$ cat src/rtl/scl_phase_gen.sv
module scl_phase_gen #(
  parameter int CW = 16,
  parameter int MIN_CNT = 4
) (
  input  logic          clk,
  input  logic          rst_n,
  input  logic          en,
  input  logic [CW-1:0] hi_val,
  input  logic          hi_wr,
  input  logic [CW-1:0] lo_val,
  input  logic          lo_wr,
  input  logic          scl_in,
  output logic          scl_pull,
  output logic          rise_pulse,
  output logic          fall_pulse
);

  localparam logic [CW-1:0] FLOOR = CW'(MIN_CNT);
  localparam logic [CW-1:0] ONE   = CW'(1);

  typedef enum logic [1:0] {S_OFF, S_LOW, S_WAIT, S_HIGH} st_t;

  st_t           st;
  logic [CW-1:0] cnt;
  logic [CW-1:0] hi_reg, lo_reg;

  function automatic logic [CW-1:0] floor4(input logic [CW-1:0] v);
    return (v < FLOOR) ? FLOOR : v;
  endfunction

  always_ff @(posedge clk or negedge rst_n) begin
    if (!rst_n) begin
      hi_reg <= FLOOR;
      lo_reg <= FLOOR;
    end else begin
      if (hi_wr) hi_reg <= floor4(hi_val);
      if (lo_wr) lo_reg <= floor4(lo_val);
    end
  end

  always_ff @(posedge clk or negedge rst_n) begin
    if (!rst_n) begin
      st         <= S_OFF;
      cnt        <= '0;
      rise_pulse <= 1'b0;
      fall_pulse <= 1'b0;
    end else begin
      rise_pulse <= 1'b0;
      fall_pulse <= 1'b0;
      if (!en) begin
        st  <= S_OFF;
        cnt <= '0;
      end else begin
        unique case (st)
          S_OFF: begin
            st         <= S_LOW;
            cnt        <= lo_reg;
            fall_pulse <= 1'b1;
          end
          S_LOW: begin
            if (cnt == ONE) begin
              st  <= S_WAIT;
              cnt <= '0;
            end else begin
              cnt <= cnt - ONE;
            end
          end
          S_WAIT: begin
            if (scl_in) begin
              st         <= S_HIGH;
              cnt        <= hi_reg - ONE;
              rise_pulse <= 1'b1;
            end
          end
          S_HIGH: begin
            if (!scl_in || cnt == ONE) begin
              st         <= S_LOW;
              cnt        <= lo_reg;
              fall_pulse <= 1'b1;
            end else begin
              cnt <= cnt - ONE;
            end
          end
          default: begin
            st  <= S_OFF;
            cnt <= '0;
          end
        endcase
      end
    end
  end

  assign scl_pull = (st == S_LOW);

  a_r4_hi_floor: assert property (@(posedge clk) disable iff (!rst_n)
    hi_wr |=> hi_reg >= FLOOR);
  a_r4_lo_floor: assert property (@(posedge clk) disable iff (!rst_n)
    lo_wr |=> lo_reg >= FLOOR);
  a_r8_off_quiet: assert property (@(posedge clk) disable iff (!rst_n)
    !en |=> (!scl_pull && !rise_pulse && !fall_pulse));
  a_r9_no_overlap: assert property (@(posedge clk) disable iff (!rst_n)
    !(rise_pulse && fall_pulse));
  a_r9_fall_drives: assert property (@(posedge clk) disable iff (!rst_n)
    fall_pulse |-> scl_pull);
  a_r6_rise_after_high: assert property (@(posedge clk) disable iff (!rst_n)
    rise_pulse |-> ($past(scl_in) && !scl_pull));
  a_r7_sync_restart: assert property (@(posedge clk) disable iff (!rst_n)
    (en && st == S_HIGH && !scl_in) |=> fall_pulse);
  a_r2_low_counting: assert property (@(posedge clk) disable iff (!rst_n)
    scl_pull |-> cnt != '0);

endmodule

$ cat config.mk
export PLATFORM = sky130hd
export DESIGN_NAME = scl_phase_gen
export DESIGN_NICKNAME = d
export VERILOG_FILES = /design/src/rtl/scl_phase_gen.sv
export SDC_FILE = /design/constraint.sdc
export NUM_CORES = 1
export LEC_CHECK = 0
export BUFFER_PORTS_ARGS = -buffer_cell sky130_fd_sc_hd__clkbuf_2
export CORE_UTILIZATION = 40
export DETAILED_ROUTE_END_ITERATION = 10
export GPL_TIMING_DRIVEN = 0
export PLACE_DENSITY = 0.6
export SYNTH_ARGS = -nofsm -noshare
export SYNTH_HDL_FRONTEND = slang
export SYNTH_SLANG_ARGS = --single-unit
$ cat constraint.sdc
create_clock -name clk -period 5.31 [get_ports clk]
set_input_delay 0.7965 -clock clk [delete_from_list [all_inputs] [get_ports clk]]
set_output_delay 0.7965 -clock clk [all_outputs]
set_load 0.01 [all_outputs]
# Yosys cells after proc, flatten, opt, wreduce, memory -nomap -nowiden
# Index checks and enable logic that the tools add are counted.
[totals]
memories = 0
latch_bits = 0
mem_bits_ro = 0
out_inout_bits = 3
wordCells = 39
ram_bits = 0
ff_bits = 52
[op_classes]
magnitude_cmp = 2
multipliers = 0
div_mod_pow = 0
muxes = 18
n_addsub = 2
n_eq_ne = 7
shift = 0
reduce_logical = 4
bitwise = 0
[ops]
columns = ["operator", "n"]
rows = [
  ["16-bit two-way mux", 6],
  ["16-bit one-hot mux with 4 select lines", 1],
  ["16-bit by 3-bit less-than comparator with 1-bit output (second input constant)", 2],
  ["16-bit by 1-bit subtractor with 16-bit output (second input constant)", 2],
  ["16-bit by 1-bit == test with 1-bit output (second input constant)", 1],
  ["2-bit two-way mux", 4],
  ["2-bit one-hot mux with 4 select lines", 1],
  ["3-bit != test (second input constant)", 2],
  ["1-bit two-way mux", 5],
  ["2-bit == test (second input constant)", 2],
  ["3-bit by 2-bit != test with 1-bit output (second input constant)", 1],
  ["3-bit AND reduction", 1],
  ["2-bit by 1-bit == test with 1-bit output (second input constant)", 1],
  ["2-bit zero test", 1],
  ["1-bit one-hot mux with 2 select lines", 1],
  ["1-bit zero test", 1],
  ["1-bit logical OR", 1],
]

# Depth between registers and ports, before layout
# Gate-level depths: netlist of the first run.
[logic_depth]
depth_word = 5
depth_mapped = 9
ltp_nobuf = 7

# Worst setup path after synthesis of the first run
# Ideal clock, no wire load.
[synth_path]
kind = "register -> register"
startpoint = "register cnt[0]"
endpoint = "register cnt[10]"
path_buffers = 1
synth_period_minus_slack_ps = 2251
arrival_ps = 2125
t_required_ps = 5184
setup_slack_ps = 3059
stages_incl_launch_ff = 9
path_cell_list = "dfrtp_1 > inv_1 > ha_1 > or3b_2 > clkbuf_1 > or3_2 > nor2_1 > xor2_1 > a221o_1"
[synth_between]
elab_chain_len = 5
elab_cells_between_ends = 7
[synth_rtl]
columns = ["element", "line_no", "source"]
rows = [
  ["start: declaration", "24", "logic [CW-1:0] cnt;"],
  ["start signal: assignment", "57", "cnt <= lo_reg;"],
  ["start signal: assignment", "65", "cnt <= cnt - ONE;"],
  ["start signal: assignment", "71", "cnt <= hi_reg - ONE;"],
  ["branches (longest 3 deep; another with 16-bit by 1-bit subtractor with 16-bit output)", "n/a", ""],
  ["16-bit one-hot mux with 4 select lines (*)", "54", "unique case (st)"],
  ["16-bit two-way mux (*)", "50", "if (!en) begin"],
]
# Every way passes the cells marked *.
# A chain may end at the register's enable or synchronous reset.

# Worst setup path in the final report of the first run
[layout_path]
startpoint = "register cnt[1]"
endpoint = "register cnt[5]"
# The elaborated chain is that of the path after synthesis.

==> run_results.csv, run 1 <==
group,metric,value,unit
cells_and_area,layout-drive-gt1-share,27.47,%
critical_path,timing.critical_path.from_type,"flop",
sta,fin_tns_setup,0,ps
clock_tree,clock_tree.root_cell,"sky130_fd_sc_hd__clkbuf_8",
critical_path,register_to_register_setup_slack,2850,ps
floorplanning,row_count,30,
clock_tree,htree_levels,2,
routing,drt-vias-per-instance,5.543,
power_and_ir_drop,finalPower,1.441,mW
status,run_status,"finished clean",
yosys,synth_xor_area_share,6.231,%
yosys,synth.area.top_cells,"sky130_fd_sc_hd__dfrtp_1 42%, sky130_fd_sc_hd__mux2_2 9.5%, sky130_fd_sc_hd__xor2_1 4.5%",
power_and_ir_drop,switching_power,0.5803,mW
power_and_ir_drop,power.share.combinational,44.8,%
critical_path,worstSetupPathType,"reg2reg",
hold_path,worstHoldPathType,"in2async",
routing,first_pass_iters,4,
power_and_ir_drop,power.leakage,1.464,nW
floorplanning,initial_utilization,42.50,%
global_routing,global_route.usage.total,20.22,%
routing,avgRoutedWirePerCell,16.80,um
global_routing,grt_pass1_vias,2240,
placement,io_port_bufs,37,
clock_tree,cts_tree,"yes",
global_routing,grt_max_degree,53,
clock_tree,ctsHoldBuffers,0,
sta,worst_slew_pin_slew,779.7,ps
clock_tree,later_pin_clock_latency_in_the_skew_report,320,ps
sta,slew_headroom,47.62,%
cells_and_area,final_nets,368,
yosys,synth-seq-cells,52,
routing,drt_iter0_drc,86,
floorplanning,die_area,7726,um2
yosys,asyncSetResetFlopFracSynth,100.0,%
power_and_ir_drop,power_frac_seq,39.3,%
floorplanning,die_height,87.90,um
clock_tree,max-clock-path-buffers,2,
sta,max_clock_freq,406.1,MHz
floorplanning,ioPinCount,41,
critical_path,worstPathMaxFanout,10,
power_and_ir_drop,power.ir.vdd_worst,0.0001422,V
routing,via_count,2328,
yosys,syn-mean-instance-area,10.62,um2
global_routing,grt-ovfl-total,0,
cells_and_area,fillers,685,
yosys,syn_inst,278,
critical_path,arrival,2690,ps
yosys,synth_top_area_share,42.39,%
yosys,synth_simple_gate_area_share,16.66,%
clock_tree,clkTransAtPathRegs,110,ps
yosys,synth_compound_area_share,15.85,%
routing,total_length_of_routed_wires,7.058,mm
sta,clock_tree_skew_after_final_layout,16.11,ps
clock_tree,tritoncts.num_buffers,5,
routing,antenna_left,0,
global_routing,first_pass_grt_wire_length,11.61,mm
yosys,yosys.cell_types.count,55,
yosys,postSynthNetCount,323,
cells_and_area,syn_to_final_growth,14.03,%
placement,gp_congestion,0.8149,
critical_path,worstPathRequired,5540,ps
sta,rsz0062_at_grt,"no",
cells_and_area,stdcell_count,420,
floorplanning,core_region_area,6944,um2
cells_and_area,final_core_utilization,48.47,%
routing,route.detailed.drc,0,
placement,dp_cells,411,
power_and_ir_drop,clockPowerShare,16.0,%
power_and_ir_drop,internal_power,0.8609,mW
sta,period_minus_slack,2462,ps
yosys,count_of_flip_flops_with_a_built_in_enable_after_synthesis,0,
sta,final-max-slew-violation-count,0,
yosys,muxShareOfSynthArea,10.22,%
placement,detailed_placement_wirelength_estimate,5.324,mm
yosys,ys.flop_type,"sky130_fd_sc_hd__dfrtp_1",
yosys,synth_adder_area_share,2.967,%
sta,period_share,46.37,%
sta,setup_violations,0,
global_routing,antenna_found_initial,0,
cells_and_area,number_of_diodes,0,
yosys,yosys.area.top_type,"sky130_fd_sc_hd__dfrtp_1",
sta,hold_viol,0,
clock_tree,cts.repair.resized,0,
power_and_ir_drop,p_per_area,428.2,nW/um2
yosys,warning_count_from_the_yosys_run,0,
yosys,synth.yosys.seq_area_share,44.17,%
floorplanning,fp.dieW,87.90,um
clock_tree,cts_sinks,52,
critical_path,end_kind,"flop",
run,drv.max_cap_violation_count,0,
yosys,dominant_combinational_cell_family_by_area_after_synthesis,"simple AND/OR/NAND/NOR gates",
power_and_ir_drop,power.switching_fraction,40.26,%
clock_tree,post_cts_buffers,0,
yosys,synthesized_cell_area,2952,um2
==> metal layers <==
layer  vias up  global-route usage [%]  wire length [um]
met5         -                       0                 0
met1      1133                   27.29              3289
met4         0                   5.812                82
met2        53                   33.62              3420
li1       1136                       -                 -
met3         6                   3.110               266
==> final timing paths <==
kind / from / depth (start not counted) / to
worst min-delay path: rst_n / 1 / st[0]$_DFFE_PN0P_
min in group clk: lo_reg[11]$_DFFE_PN0P_ / 1 / cnt[11]$_DFFE_PN0P_
worst max register to register: cnt[1]$_DFFE_PN0P_ / 8 / cnt[5]$_DFFE_PN0P_
max in group asynchronous: rst_n / 2 / hi_reg[2]$_DFFE_PN1P_
worst max-delay path: cnt[1]$_DFFE_PN0P_ / 8 / cnt[5]$_DFFE_PN0P_
worst min register to register: lo_reg[11]$_DFFE_PN0P_ / 1 / cnt[11]$_DFFE_PN0P_
==> power by group through the flow <==
stage          sequential (mW)  combinational, mW  clock, mW
6_report                 0.566              0.645      0.230
5_1_grt                  0.580              0.720      0.254
4_1_cts                  0.564              0.645      0.237
3_5_place_dp             0.573              0.641          0
3_3_place_gp             0.570              0.630          0
2_1_floorplan            0.547              0.503          0
==> critical path: stages, from the launching register on <==
cell and delay (ps):
sky130_fd_sc_hd__dfrtp_1 410, sky130_fd_sc_hd__inv_1 100, sky130_fd_sc_hd__ha_1 150, sky130_fd_sc_hd__or4b_2 670
sky130_fd_sc_hd__o41ai_2 240, sky130_fd_sc_hd__o2111a_2 350, sky130_fd_sc_hd__buf_4 230, sky130_fd_sc_hd__a22oi_1 100
sky130_fd_sc_hd__o21ai_1 120
==> layout make-up <==
class | instances | area [um2] | share of cell area [%]
Inverter | 12 | 45.04 | 1.338
Tap cell | 96 | 120.1 | 3.569
Buffer | 13 | 70.07 | 2.082
Timing Repair Buffer | 38 | 205.2 | 6.097
Clock inverter | 2 | 16.27 | 0.4833
Clock buffer | 6 | 72.57 | 2.156
Multi-Input combinational cell | 201 | 1533 | 45.54
Sequential cell | 52 | 1304 | 38.74
==> synthesized netlist by cell type (all sizes together) (3+ instances only) <==
master / number
inv: 12
mux2: 25
xnor2: 6
nand4: 4
a221o: 6
a22oi: 11
or4: 6
nor4: 15
nor2b: 3
nor2: 16
o31ai: 3
nor3b: 3
o22ai: 3
nor3: 3
o21ai: 15
nand4b: 3
nand2: 17
o41ai: 3
ha: 7
clkbuf: 7
dfrtp: 50
a21oi: 8
xor2: 15
buf: 6
or3: 3
==> layout by cell type (no fill, tap or decap), types with 3 or more instances in the layout <==
master / instances
sky130_fd_sc_hd__dfrtp_1: 50
sky130_fd_sc_hd__clkbuf_2: 36
sky130_fd_sc_hd__mux2_2: 25
sky130_fd_sc_hd__nand2_1: 16
sky130_fd_sc_hd__nor2_1: 15
sky130_fd_sc_hd__xor2_1: 15
sky130_fd_sc_hd__nor4_1: 14
sky130_fd_sc_hd__inv_1: 12
sky130_fd_sc_hd__a22oi_1: 11
sky130_fd_sc_hd__o21ai_0: 10
sky130_fd_sc_hd__a21oi_1: 8
sky130_fd_sc_hd__clkbuf_1: 8
sky130_fd_sc_hd__ha_1: 7
sky130_fd_sc_hd__xnor2_1: 6
sky130_fd_sc_hd__a221o_1: 6
sky130_fd_sc_hd__o21ai_1: 5
sky130_fd_sc_hd__clkbuf_8: 5
sky130_fd_sc_hd__or4_1: 4
sky130_fd_sc_hd__nand4_1: 4
sky130_fd_sc_hd__buf_2: 3
sky130_fd_sc_hd__nor3b_1: 3
sky130_fd_sc_hd__nor2b_1: 3
sky130_fd_sc_hd__nand4b_1: 3
sky130_fd_sc_hd__nor3_1: 3
sky130_fd_sc_hd__o22ai_1: 3
sky130_fd_sc_hd__o31ai_1: 3
==> kinds of logic after synthesis <==
family	Yosys count
flip-flops	52
buffers and inverters	25
AND/OR/NAND/NOR	84
multiplexers	27
AO/OA/AOI/OAI	62
adder cells (fa/ha/maj)	7
XOR/XNOR	21
==> stage by stage <==
stage / setup WS [ps] / cell area [um2] / hold slack [ps]
finish: 2848 / 3366 / 343.3
global route: 2662 / 3366 / 350.6
CTS: 2848 / 3346 / 510.7
detailed placement: 2875 / 3257 / 487.6
global placement: 2899 / 3257 / 480.8
floorplan: 3059 / 2952 / 454.8
(Power assumes the default switching activity.)
==> inputs of run 2 (changes only) <==
--- a/config.mk
+++ b/config.mk
@@ -9,7 +9,7 @@
 export CORE_UTILIZATION = 40
 export DETAILED_ROUTE_END_ITERATION = 10
 export GPL_TIMING_DRIVEN = 0
-export PLACE_DENSITY = 0.6
+export PLACE_DENSITY = 0.62
 export SYNTH_ARGS = -nofsm -noshare
 export SYNTH_HDL_FRONTEND = slang
 export SYNTH_SLANG_ARGS = --single-unit
==> constraint.sdc (replaced) <==
create_clock -name clk -period 2.2 [get_ports clk]
set_input_delay 0.33 -clock clk [delete_from_list [all_inputs] [get_ports clk]]
set_output_delay 0.33 -clock clk [all_outputs]
set_load 0.01 [all_outputs]
==> run 2 against run 1 <==
Compared with the run above: the run now ends with negative setup slack left; sequential share of layout area is 3.1 points lower; critical path depth shrank 2; maximum frequency grew 8.8%; routed wire length up 5.7%; clock-buffer cell count unchanged; largest cell class unchanged; largest power group unchanged; highest routed layer unchanged.
==> run_results.csv, run 2 (synthesized netlist as in run 1, its figures left out) <==
group,metric,value,unit
global_routing,grt_max_degree,53,
clock_tree,cts_sinks,52,
global_routing,global_routing_usage_on_met3,3.582,%
global_routing,first_pass_grt_wire_length,11.68,mm
clock_tree,max-clock-path-buffers,2,
critical_path,worstPathCellList,"buf_6, or4_4, or4_4, nor4_4, o21ai_1, a221o_1",
global_routing,gr-max-usage-layer,"met2",
floorplanning,die_height,87.90,um
critical_path,end_kind,"flop",
sta,period_minus_slack,2264,ps
routing,drt-vias-per-instance,5.594,
cells_and_area,layout.cells.most_common,"sky130_fd_sc_hd__dfrtp_1",
critical_path,worstPathRequired,2400,ps
critical_path,arrival,2470,ps
cells_and_area,stdcell_count,438,
sta,hold_viol,0,
global_routing,antenna_found_initial,0,
placement,gp_congestion,0.7884,
clock_tree,clock_tree.root_cell,"sky130_fd_sc_hd__clkbuf_8",
cells_and_area,syn_to_final_growth,23.99,%
global_routing,grt_pass1_vias,2350,
cells_and_area,fillers,622,
critical_path,slowest_stage,"sky130_fd_sc_hd__or4_4",
sta,rsz0062_at_grt,"yes",
clock_tree,clkTransAtPathRegs,100,ps
status,failing_checks,"negative setup slack",
sta,setup_violations,2,
placement,detailed_placement_wirelength_estimate,5.173,mm
critical_path,worstSetupPathType,"reg2reg",
global_routing,grt-ovfl-total,0,
clock_tree,ctsHoldBuffers,0,
critical_path,endpoint,"cnt[15]$_DFFE_PN0P_",
status,run_status,"finished with violations",
cells_and_area,layout-drive-gt1-share,37.13,%
floorplanning,core_region_area,6944,um2
critical_path,r2r.worst_path.cells,6,
sta,period_share,102.9,%
placement,dp_cells,411,
global_routing,groute.layer.met2.usage,32.70,%
sta,clock_tree_skew_after_final_layout,8.295,ps
global_routing,global_route.usage.total,19.94,%
routing,drt_iter0_drc,161,
clock_tree,later_pin_clock_latency_in_the_skew_report,310,ps
clock_tree,htree_levels,2,
placement,io_port_bufs,37,
power_and_ir_drop,power.ir.vdd_worst,0.0004573,V
sta,max_clock_freq,441.7,MHz
placement,dp_worst_setup_slack,-182.4,ps
critical_path,crit_path_frequent_cell,"sky130_fd_sc_hd__or4_4",
routing,total_length_of_routed_wires,7.463,mm
cells_and_area,final_core_utilization,52.70,%
critical_path,crit-reg2reg-launch,"cnt[0]$_DFFE_PN0P_",
power_and_ir_drop,finalPower,4.017,mW
run,drv.max_cap_violation_count,0,
sta,worst_slew_pin_slew,759.6,ps
cells_and_area,multi_input_comb_area,1675,um2
sta,fin_tns_setup,-69.33,ps
clock_tree,tritoncts.num_buffers,5,
critical_path,critPathMaxStageDelay,570,ps
power_and_ir_drop,power.leakage,1.590,nW
routing,route.detailed.drc,0,
floorplanning,fp.dieW,87.90,um
floorplanning,die_area,7726,um2
clock_tree,cts_tree,"yes",
sta,final-max-slew-violation-count,0,
critical_path,worst_r2r_dst,"cnt[15]$_DFFE_PN0P_",
placement,placed_cell_area,3264,um2
routing,avgRoutedWirePerCell,17.04,um
power_and_ir_drop,p_per_area,1098,nW/um2
sta,min_hold_slack,79.79,ps
critical_path,timing.critical_path.from_type,"flop",
routing,first_pass_iters,4,
cells_and_area,final_nets,386,
sta,slew_headroom,49.36,%
hold_path,worstHoldPathType,"in2async",
floorplanning,initial_utilization,42.50,%
routing,antenna_left,0,
sta,worst_slack,-63.96,ps
floorplanning,row_count,30,
cells_and_area,seqCellArea,1304,um2
cells_and_area,mostFrequentLayoutCells,"50 x sky130_fd_sc_hd__dfrtp_1, 37 x sky130_fd_sc_hd__clkbuf_2, 25 x sky130_fd_sc_hd__mux2_2",
critical_path,crit_start,"cnt[0]$_DFFE_PN0P_",
cells_and_area,stdcell_area,3660,um2
cells_and_area,number_of_diodes,0,
critical_path,worstPathMaxFanout,5,
floorplanning,ioPinCount,41,
global_routing,grt_util_met1,27.14,%
critical_path,register_to_register_setup_slack,-60,ps
routing,via_count,2450,
[run 2: cell types whose count changed in the layout (fill, tap and decap cells not counted), moves of 2 or more]
cell                       before  now
sky130_fd_sc_hd__o21ai_0       10    7
sky130_fd_sc_hd__nor3b_1        3    1
sky130_fd_sc_hd__o21ai_1        5    8
sky130_fd_sc_hd__or4_4          2    5
sky130_fd_sc_hd__buf_6          2    4
sky130_fd_sc_hd__ha_1           7    4
sky130_fd_sc_hd__clkbuf_1       8    5
sky130_fd_sc_hd__ha_2           0    2
sky130_fd_sc_hd__nor2_1        15   13
sky130_fd_sc_hd__or4_1          4    2
sky130_fd_sc_hd__buf_4          1   16
sky130_fd_sc_hd__nor2_4         0    2
[run 2: routing by layer]
| layer | part of all wire (%) | up-vias |
|---|---|---|
| met5 | 0 | - |
| met4 | 1.5 | 0 |
| met3 | 4.4 | 10 |
| met2 | 48 | 63 |
| met1 | 46 | 1202 |
| li1 | - | 1175 |
[run 2: worst min path at each step]
stage / startpoint / endpoint / slack, ps / depth (start not counted)
final: rst_n / cnt[15]$_DFFE_PN0P_ / 80 / 1
after global routing: rst_n / lo_reg[14]$_DFFE_PN0P_ / 110 / 1
after CTS: lo_val[2] / lo_reg[2]$_DFFE_PN1P_ / 200 / 3
after detailed placement: lo_reg[11]$_DFFE_PN0P_ / cnt[11]$_DFFE_PN0P_ / 480 / 1
after global placement: lo_reg[11]$_DFFE_PN0P_ / cnt[11]$_DFFE_PN0P_ / 470 / 1
after floorplan: rst_n / cnt[0]$_DFFE_PN0P_ / 30 / 0
[run 2: power breakdown]
part           internal (mW)  switching [mW]
registers               1.15           0.253
logic                   1.03            1.04
clock network          0.227           0.324
total                   2.40            1.62
[run 2: area by class of cell]
class | instances | share of cell area (%)
Clock buffer | 6 | 1.983
Sequential cell | 52 | 35.62
Inverter | 12 | 1.231
Buffer | 10 | 1.641
Timing Repair Buffer | 57 | 10.02
Tap cell | 96 | 3.282
Multi-Input combinational cell | 203 | 45.78
Clock inverter | 2 | 0.4444
[run 2: repair_timing]
item | 4_1_cts | 5_1_grt
pin swaps | 2 | 10
setup endpoints to repair | 16 | 17
resized for setup | 15 | 20
gates cloned | 1 | 1
buffers inserted | 10 | 9
[run 2: worst max-delay path, delay by kind of cell (launching register included)]
family | cells | cell delay [ps]
AND/OR/NAND/NOR | 3 | 1270
flip-flops | 1 | 390
AO/OA/AOI/OAI | 2 | 370
buffers and inverters | 1 | 120
==> inputs of run 3 (changes only) <==
--- a/config.mk
+++ b/config.mk
@@ -6,10 +6,12 @@
 export NUM_CORES = 1
 export LEC_CHECK = 0
 export BUFFER_PORTS_ARGS = -buffer_cell sky130_fd_sc_hd__clkbuf_2
+export CELL_PAD_IN_SITES_DETAIL_PLACEMENT = 0
+export CELL_PAD_IN_SITES_GLOBAL_PLACEMENT = 1
 export CORE_UTILIZATION = 40
 export DETAILED_ROUTE_END_ITERATION = 10
 export GPL_TIMING_DRIVEN = 0
-export PLACE_DENSITY = 0.62
+export PLACE_DENSITY = 0.76
 export SYNTH_ARGS = -nofsm -noshare
 export SYNTH_HDL_FRONTEND = slang
 export SYNTH_SLANG_ARGS = --single-unit
==> run 3 against run 2 <==
Compared with the run above: clock-buffer cell count did not move; cell count rose by 0.23%; highest routed layer unchanged; register-to-register slack barely moved; sequential share of layout area fell by 0.40 points; first-iteration DRC count fell by 11%; global-route usage rose by 0.69 points; design area rose by 1.1%; the run still ends with negative setup slack left; power rose by 5.3%; via count rose by 0.57%.
==> run_results.csv, run 3 (synthesized netlist as in run 1, its figures left out) <==
group,metric,value,unit
floorplanning,core_region_area,6944,um2
sta,slew_headroom,43.72,%
global_routing,grt-ovfl-total,0,
clock_tree,cts_tree,"yes",
floorplanning,initial_utilization,42.50,%
floorplanning,die_height,87.90,um
power_and_ir_drop,p_per_area,1143,nW/um2
global_routing,first_pass_grt_wire_length,12.02,mm
placement,gp_congestion,0.7982,
clock_tree,later_pin_clock_latency_in_the_skew_report,320,ps
cells_and_area,layout-drive-gt1-share,37.32,%
floorplanning,fp.dieW,87.90,um
global_routing,grt_max_degree,53,
placement,io_port_bufs,37,
clock_tree,clock_tree.root_cell,"sky130_fd_sc_hd__clkbuf_8",
clock_tree,max-clock-path-buffers,2,
critical_path,arrival,2470,ps
hold_path,worstHoldPathType,"in2reg",
routing,antenna_left,0,
power_and_ir_drop,power.ir.vdd_worst,0.0004717,V
sta,fin_tns_setup,-251.0,ps
cells_and_area,mostFrequentLayoutCells,"50 x sky130_fd_sc_hd__dfrtp_1, 37 x sky130_fd_sc_hd__clkbuf_2, 25 x sky130_fd_sc_hd__mux2_2",
routing,drt_iter0_drc,143,
critical_path,endpoint,"cnt[8]$_DFFE_PN0P_",
floorplanning,row_count,30,
status,failing_checks,"negative setup slack",
clock_tree,tritoncts.num_buffers,5,
sta,period_minus_slack,2254,ps
global_routing,global_route.usage.total,20.63,%
routing,avgRoutedWirePerCell,17.44,um
sta,setup_violations,9,
placement,dp_cells,411,
cells_and_area,multi_input_comb_area,1674,um2
sta,final-max-slew-violation-count,0,
cells_and_area,number_of_diodes,0,
critical_path,slowest_stage,"sky130_fd_sc_hd__or4_4",
clock_tree,htree_levels,2,
sta,max_clock_freq,443.6,MHz
status,run_status,"finished with violations",
sta,worst_slack,-54.11,ps
cells_and_area,layout.cells.most_common,"sky130_fd_sc_hd__dfrtp_1",
clock_tree,cts_sinks,52,
cells_and_area,final_nets,387,
critical_path,worstPathRequired,2410,ps
power_and_ir_drop,power.leakage,1.615,nW
global_routing,antenna_found_initial,0,
cells_and_area,seqCellArea,1304,um2
routing,drt-vias-per-instance,5.613,
placement,detailed_placement_wirelength_estimate,5.350,mm
critical_path,worstSetupPathType,"reg2reg",
global_routing,grt_pass1_vias,2292,
critical_path,worst_r2r_dst,"cnt[8]$_DFFE_PN0P_",
sta,worst_slew_pin_slew,837.7,ps
cells_and_area,stdcell_count,439,
clock_tree,clkTransAtPathRegs,100,ps
routing,total_length_of_routed_wires,7.657,mm
cells_and_area,syn_to_final_growth,25.39,%
critical_path,register_to_register_setup_slack,-50,ps
floorplanning,ioPinCount,41,
routing,first_pass_iters,4,
run,drv.max_cap_violation_count,0,
floorplanning,die_area,7726,um2
cells_and_area,final_core_utilization,53.30,%
critical_path,worstPathMaxFanout,5,
critical_path,critPathMaxStageDelay,590,ps
sta,hold_viol,0,
sta,period_share,102.5,%
critical_path,worstPathCellList,"or4_4, buf_6, o41a_4, nand2_4, o22ai_1, a221o_1",
routing,via_count,2464,
hold_path,hold-path-cell-count,3,
routing,route.detailed.drc,0,
critical_path,r2r.worst_path.cells,6,
critical_path,crit-reg2reg-launch,"cnt[7]$_DFFE_PN0P_",
sta,clock_tree_skew_after_final_layout,11.21,ps
critical_path,timing.critical_path.from_type,"flop",
cells_and_area,fillers,628,
sta,rsz0062_at_grt,"yes",
critical_path,end_kind,"flop",
critical_path,crit_start,"cnt[7]$_DFFE_PN0P_",
-- run 3: worst min path at each step --
stage                            from                     to  slack (ps)
4_1_cts                     hi_val[2]  hi_reg[2]$_DFFE_PN1P_         200
3_3_place_gp   lo_reg[11]$_DFFE_PN0P_    cnt[11]$_DFFE_PN0P_         470
3_5_place_dp   lo_reg[10]$_DFFE_PN0P_    cnt[10]$_DFFE_PN0P_         500
6_report                    hi_val[2]  hi_reg[2]$_DFFE_PN1P_         200
2_1_floorplan                   rst_n     cnt[0]$_DFFE_PN0P_          30
5_1_grt                     lo_val[0]  lo_reg[0]$_DFFE_PN0P_         220
-- run 3: per-stage QoR --
stage	area (um2)	hold slack [ps]	setup WS [ps]	power [mW]
6_report	3701	204.8	-54.11	4.229
5_1_grt	3701	221.8	-97.99	4.472
4_1_cts	3551	204.7	-35.31	3.970
3_5_place_dp	3264	496.7	-197.4	2.951
3_3_place_gp	3264	470.6	-179.5	2.928
2_1_floorplan	2959	34.41	-28.08	2.553
-- run 3: routing by layer --
metal	global-route usage, %	up-vias	part of all wire [%]
li1	-	1176	-
met3	3.110	10	2.8
met4	5.514	0	1.6
met1	29.05	1236	48
met2	33.12	42	48
met5	0	-	0
-- run 3: final cells by class --
type	instances	area share, %
Buffer	10	1.623
Clock buffer	6	1.961
Clock inverter	2	1.623
Inverter	12	1.217
Multi-Input combinational cell	203	45.23
Sequential cell	52	35.23
Tap cell	96	3.245
Timing Repair Buffer	58	9.872
-- run 3: power by group --
group          switching (mW)  total (mW)  internal, mW
Combinational            1.07        2.08          1.01
Sequential              0.220        1.37          1.15
Clock                   0.327       0.782         0.455
Total                    1.62        4.23          2.61
-- run 3: repair_timing --
action / 4_1_cts / 5_1_grt
hold endpoints to repair: 0 / 11
gates resized for setup: 15 / 15
pin swaps: 5 / 4
hold buffers: 0 / 1
cloned: 1 / 1
setup endpoints to repair: 17 / 17
buffers inserted: 13 / 6
-- run 3: worst max-delay path, delay by kind of cell, from the launching register on --
family          cells  cell delay, ps
compound gates      3             900
buf+inv             1             150
flops               1             410
simple gates        2             710
